`config.mk`:
```
export PLATFORM = sky130hd
export DESIGN_NAME = gcv_top
export DESIGN_NICKNAME = d
export VERILOG_FILES = /design/src/rtl/gcv_pkg.sv /design/src/rtl/gcv_counter.sv /design/src/rtl/gcv_bin2gray.sv /design/src/rtl/gcv_gray2bin.sv /design/src/rtl/gcv_out_stage.sv /design/src/rtl/gcv_top.sv
export SDC_FILE = /design/constraint.sdc
export NUM_CORES = 1
export LEC_CHECK = 0
export BUFFER_PORTS_ARGS = -buffer_cell sky130_fd_sc_hd__buf_2
export CAP_MARGIN = 15
export CORE_MARGIN = 2
export CORE_UTILIZATION = 45
export CTS_CLUSTER_SIZE = 20
export DETAILED_ROUTE_END_ITERATION = 8
export PLACE_DENSITY = 0.7
export REMOVE_ABC_BUFFERS = 1
export SLEW_MARGIN = 10
export SYNTH_ARGS = -nofsm -noshare
export SYNTH_HDL_FRONTEND = slang
export SYNTH_SLANG_ARGS = --single-unit
```
`constraint.sdc`:
```
create_clock -name clk -period 4.3 [get_ports clk]
set_input_delay 0.645 -clock clk [delete_from_list [all_inputs] [get_ports clk]]
set_output_delay 0.645 -clock clk [all_outputs]
set_load 0.01 [all_outputs]
```
`src/rtl/gcv_pkg.sv`:
```
package gcv_pkg;

   typedef enum logic [1:0] {
      SEL_BIN  = 2'b00,
      SEL_GRAY = 2'b01,
      SEL_DEC  = 2'b10,
      SEL_LOOP = 2'b11
   } out_sel_e;

   localparam int unsigned ARCH_RIPPLE = 0;
   localparam int unsigned ARCH_LOG    = 1;

endpackage

```
`src/rtl/gcv_counter.sv`:
```
module gcv_counter #(
   parameter int unsigned W = 8
) (
   input  logic         clk,
   input  logic         rst,
   input  logic         en,
   input  logic         ld,
   input  logic [W-1:0] ld_val,
   output logic [W-1:0] cnt
);

   localparam logic [W-1:0] ONE = W'(1);

   logic [W-1:0] cnt_q;
   logic [W-1:0] cnt_d;

   always_comb begin
      cnt_d = cnt_q;
      if (ld)
         cnt_d = ld_val;
      else if (en)
         cnt_d = cnt_q + ONE;
   end

   always_ff @(posedge clk) begin
      if (rst)
         cnt_q <= '0;
      else
         cnt_q <= cnt_d;
   end

   assign cnt = cnt_q;

endmodule

```
`src/rtl/gcv_bin2gray.sv`:
```
module gcv_bin2gray #(
   parameter int unsigned W = 8
) (
   input  logic [W-1:0] bin,
   output logic [W-1:0] gray
);

   assign gray[W-1] = bin[W-1];

   for (genvar i = 0; i < W - 1; i++) begin : g_bit
      assign gray[i] = bin[i] ^ bin[i+1];
   end

endmodule

```
`src/rtl/gcv_gray2bin.sv`:
```
module gcv_gray2bin #(
   parameter int unsigned W    = 8,
   parameter int unsigned ARCH = gcv_pkg::ARCH_RIPPLE
) (
   input  logic [W-1:0] gray,
   output logic [W-1:0] bin
);

   localparam int unsigned NST = (W > 1) ? $clog2(W) : 1;

   if (ARCH == gcv_pkg::ARCH_RIPPLE) begin : g_ripple
      // Serial chain: each bit waits for the decoded bit above it.
      always_comb begin
         bin[W-1] = gray[W-1];
         for (int i = W - 2; i >= 0; i--)
            bin[i] = bin[i+1] ^ gray[i];
      end
   end else begin : g_log
      // Suffix-XOR in log2(W) doubling stages.
      logic [W-1:0] stage [NST+1];
      assign stage[0] = gray;
      for (genvar k = 0; k < NST; k++) begin : g_stage
         assign stage[k+1] = stage[k] ^ (stage[k] >> (1 << k));
      end
      assign bin = stage[NST];
   end

endmodule

```
`src/rtl/gcv_out_stage.sv`:
```
module gcv_out_stage #(
   parameter int unsigned W = 8
) (
   input  logic             clk,
   input  logic             rst,
   input  gcv_pkg::out_sel_e sel,
   input  logic [W-1:0]     w_bin,
   input  logic [W-1:0]     w_gray,
   input  logic [W-1:0]     w_dec,
   input  logic [W-1:0]     w_loop,
   output logic [W-1:0]     q
);

   logic [W-1:0] pick;
   logic [W-1:0] q_r;

   always_comb begin
      unique case (sel)
         gcv_pkg::SEL_BIN:  pick = w_bin;
         gcv_pkg::SEL_GRAY: pick = w_gray;
         gcv_pkg::SEL_DEC:  pick = w_dec;
         gcv_pkg::SEL_LOOP: pick = w_loop;
         default:           pick = w_bin;
      endcase
   end

   always_ff @(posedge clk) begin
      if (rst)
         q_r <= '0;
      else
         q_r <= pick;
   end

   assign q = q_r;

endmodule

```
`src/rtl/gcv_top.sv`:
```
module gcv_top #(
   parameter int unsigned W        = 8,
   parameter int unsigned G2B_ARCH = gcv_pkg::ARCH_RIPPLE
) (
   input  logic         clk,
   input  logic         rst,
   input  logic         cnt_en,
   input  logic         load_en,
   input  logic [W-1:0] load_val,
   input  logic [1:0]   out_sel,
   output logic [W-1:0] result,
   output logic [W-1:0] count
);

   if (W < 2) begin : g_bad_width
      $error("gcv_top: W must be at least 2");
   end
   if (G2B_ARCH > gcv_pkg::ARCH_LOG) begin : g_bad_arch
      $error("gcv_top: G2B_ARCH must be 0 (ripple) or 1 (log)");
   end

   logic [W-1:0] cnt_w;
   logic [W-1:0] gray_w;
   logic [W-1:0] dec_w;
   logic [W-1:0] loop_w;
   gcv_pkg::out_sel_e sel_e;

   assign sel_e = gcv_pkg::out_sel_e'(out_sel);

   gcv_counter #(.W(W)) u_cnt (
      .clk    (clk),
      .rst    (rst),
      .en     (cnt_en),
      .ld     (load_en),
      .ld_val (load_val),
      .cnt    (cnt_w)
   );

   gcv_bin2gray #(.W(W)) u_enc (
      .bin  (cnt_w),
      .gray (gray_w)
   );

   gcv_gray2bin #(.W(W), .ARCH(G2B_ARCH)) u_dec (
      .gray (cnt_w),
      .bin  (dec_w)
   );

   gcv_gray2bin #(.W(W), .ARCH(G2B_ARCH)) u_loop (
      .gray (gray_w),
      .bin  (loop_w)
   );

   gcv_out_stage #(.W(W)) u_out (
      .clk    (clk),
      .rst    (rst),
      .sel    (sel_e),
      .w_bin  (cnt_w),
      .w_gray (gray_w),
      .w_dec  (dec_w),
      .w_loop (loop_w),
      .q      (result)
   );

   assign count = cnt_w;

endmodule

```
==> run_results.csv <==
group,metric,value,unit
sta,drv_slew,0,
route,wire_per_inst,12.9,um
synth,yosys_warnings,0,
sta,fin_crit_sh,0.483,
clocking,cts_buffer_depth,2,
status,outcome,"finished clean",
route,post-route-drc-count,0,
critical_path,critPathKind,"reg -> reg",
sta,setup_violations,0,
job,maxCapViolCount,0,
sta,finalSetupTns,0,ns
clocking,insertion_delay,0.30,ns
place,hpwlAfterDp,1.68,mm
finish,drive_gt1_frac,0.245,
sta,fmax,0.482,GHz
clocking,cts_hold_buffers,0,
critical_path,cp-start-kind,"flop",
clocking,clock_sinks,16,
synth,synthFlopType,"dfxtp_1",
place,gp_congestion,0.784,
critical_path,crit_path_end_kind,"flop",
critical_path,critical_path.max_fanout,5,
power_and_ir_drop,ir_drop,174,uV
clocking,htreeDepth,1,
critical_path,path_cells,"inv_1, ha_1, nor2_1, xnor3_1, mux2i_1, mux2i_1, nor4_1",
global_route,grt_start_max_net_pins,23,
finish,nets,174,
floorplanning,fp.dieArea,2830,sq um
floorplanning,std_cell_rows,17,
route,viasPerCell,5.23,
finish,n_antenna_cell,0,
critical_path,r2r_cells,7,
global_route,gr-usage-all-layers,0.190,
synth,syn-cell-area,1090,sq um
worst_hold_path,hold_end,"u_out.q[7]",
synth,synth_top_area_cell,"dfxtp_1",
sta,period_minus_slack,2.08,ns
finish,num-fill-cells,210,
critical_path,r2r-start,"u_cnt.cnt[6]",
route,drt-total-wl,2.31,mm
floorplanning,core_area,2250,sq um
global_route,grt_pass1_wl,3.93,mm
critical_path,regToRegSetupSlack,2.22,ns
clocking,cts-buffers-inserted,3,
critical_path,crit_slowest_cell,"xnor3_1",
power_and_ir_drop,power_density,317,nW/um^2
finish,synthToLayoutAreaGrowth,16.6,%
sta,skew,0.00575,ns
place,pre_cts_slack,2.25,ns
synth,synth.yosys.seq_area_share,0.294,
critical_path,crit_path_frequent_cell,"mux2i_1",
finish,final_common_cell,"buf_2",
place,io_buffers,29,
synth,synth_cells,125,
sta,layout_setup_ws,2.22,ns
global_route,grt_pass1_vias,882,
clocking,root_buffer,"clkbuf_4",
clocking,cts_resized,0,
floorplanning,pin_count,30,
clocking,cts_setup_buffers,0,
critical_path,arrival,2.27,ns
synth,synth-edff-count,0,
route,ant_nets,0,
power_and_ir_drop,p_leak,0.604,nW
route,dr.pass1.iters,4,
synth,avgSynthCellArea,8.72,sq um
sta,relSlewSlack,0.744,
clocking,path_clk_slew,0.10,ns
worst_hold_path,holdCritStartpoint,"u_cnt.cnt[7]",
critical_path,cp.required,4.49,ns
worst_hold_path,hold_class,"reg -> reg",
sta,rsz0062_at_grt,"no",
sta,tightest_slew,0.384,ns
route,drt-initial-drc-count,23,
synth,yosys.area.top_type_share,0.294,
clocking,cts_tree,"done",
floorplanning,chipWidth,53.2,um
critical_path,critical-path-max-stage-delay,0.45,ns
synth,ys_types,32,
synth,synthTopCellsByArea,"dfxtp_1, ha_1, xnor2_1",
route,vias,936,
worst_hold_path,min_path_cells,1,
floorplanning,start_util,0.483,
finish,final_cell_mix,"buf_2, nor2_1, dfxtp_1",
global_route,antenna_found_initial,0,
synth,postSynth.asyncResetShare,0,
synth,ys_ff_latch,16,
floorplanning,dieHeight,53.2,um
sta,hold_viol,0,
global_route,grt_overflow,0,
critical_path,worstReg2RegEnd,"u_out.q[0]",
==> metal layers <==
| layer | vias up | part of all wire | global-route usage |
|---|---|---|---|
| met5 | - | 0 | 0 |
| met4 | 0 | 0.022 | 0.0769 |
| met3 | 7 | 0.032 | 0.0254 |
| met2 | 27 | 0.46 | 0.309 |
| met1 | 414 | 0.48 | 0.251 |
| li1 | 488 | - | - |
==> per-stage QoR <==
| step | instance area [sq um] | instances | util | total power, W | hold WS, ns |
|---|---|---|---|---|---|
| 2_1_floorplan | 1050 | 118 | - | 0.000260 | 0.538 |
| 3_3_place_gp | 1230 | 175 | 0.548 | 0.000296 | 0.529 |
| 3_5_place_dp | 1230 | 175 | 0.548 | 0.000300 | 0.547 |
| 4_1_cts | 1270 | 179 | 0.564 | 0.000405 | 0.560 |
| 5_1_grt | 1270 | 179 | 0.564 | 0.000426 | 0.579 |
| 6_report | 1270 | 179 | 0.564 | 0.000403 | 0.558 |
==> where the power goes <==
part / switching (W) / internal [W] / total, W
Clock: 0.0000534 / 0.0000517 / 0.000105
Sequential: 0.0000109 / 0.000160 / 0.000171
Combinational: 0.0000656 / 0.0000619 / 0.000128
Total: 0.000130 / 0.000274 / 0.000403
==> worst max-delay path, delay by kind of cell (launching register included) <==
kind / cells / cell delay, ns
buf+inv: 1 / 0.12
xor+xnor: 1 / 0.45
flops: 1 / 0.42
mux: 2 / 0.47
simple gates: 2 / 0.30
fa+ha+maj: 1 / 0.22
==> cell usage after synthesis, types with 2 or more instances <==
master,number
a211oi_1,3
a21oi_1,10
a221oi_1,2
and3_1,2
clkbuf_1,4
dfxtp_1,16
ha_1,8
inv_1,3
mux2_2,2
mux2i_1,5
nand2_1,6
nand2b_1,2
nand3_1,2
nand4_1,2
nor2_1,18
nor2b_1,5
o211ai_1,2
o21ai_0,7
xnor2_1,10
xor2_1,4
==> flip-flops by register name (all words and copies together) (netlist names) <==
register	flops
u_cnt.cnt	8
u_out.q	8
==> cells by family after synthesis <==
group,Yosys count,share of synthesized area
mux,7,0.0666
simple gates,41,0.181
fa+ha+maj,8,0.0919
compound gates,26,0.144
buf+inv,10,0.0425
xor+xnor,17,0.180
flops,16,0.294
==> worst max path at each step <==
stage | start | to | slack, ns | depth (start not counted)
after floorplan | u_cnt.cnt[6] | u_out.q[0] | 2.38 | 7
after global placement | u_cnt.cnt[6] | u_out.q[0] | 2.37 | 7
after detailed placement | u_cnt.cnt[6] | u_out.q[0] | 2.25 | 7
after CTS | u_cnt.cnt[6] | u_out.q[0] | 2.21 | 7
after global routing | u_cnt.cnt[5] | u_out.q[0] | 2.09 | 5
final | u_cnt.cnt[6] | u_out.q[0] | 2.22 | 7
==> layout make-up <==
cell class,instances,area (sq um),area share
inverters,3,11.3,0.00886
repair buffers,29,145,0.114
multi-input cells,99,723,0.569
flip-flops and latches,16,320,0.252
clock buffers,4,36.3,0.0285
well taps,28,35.0,0.0276
No activity file was read; power rests on OpenSTA's default activity.
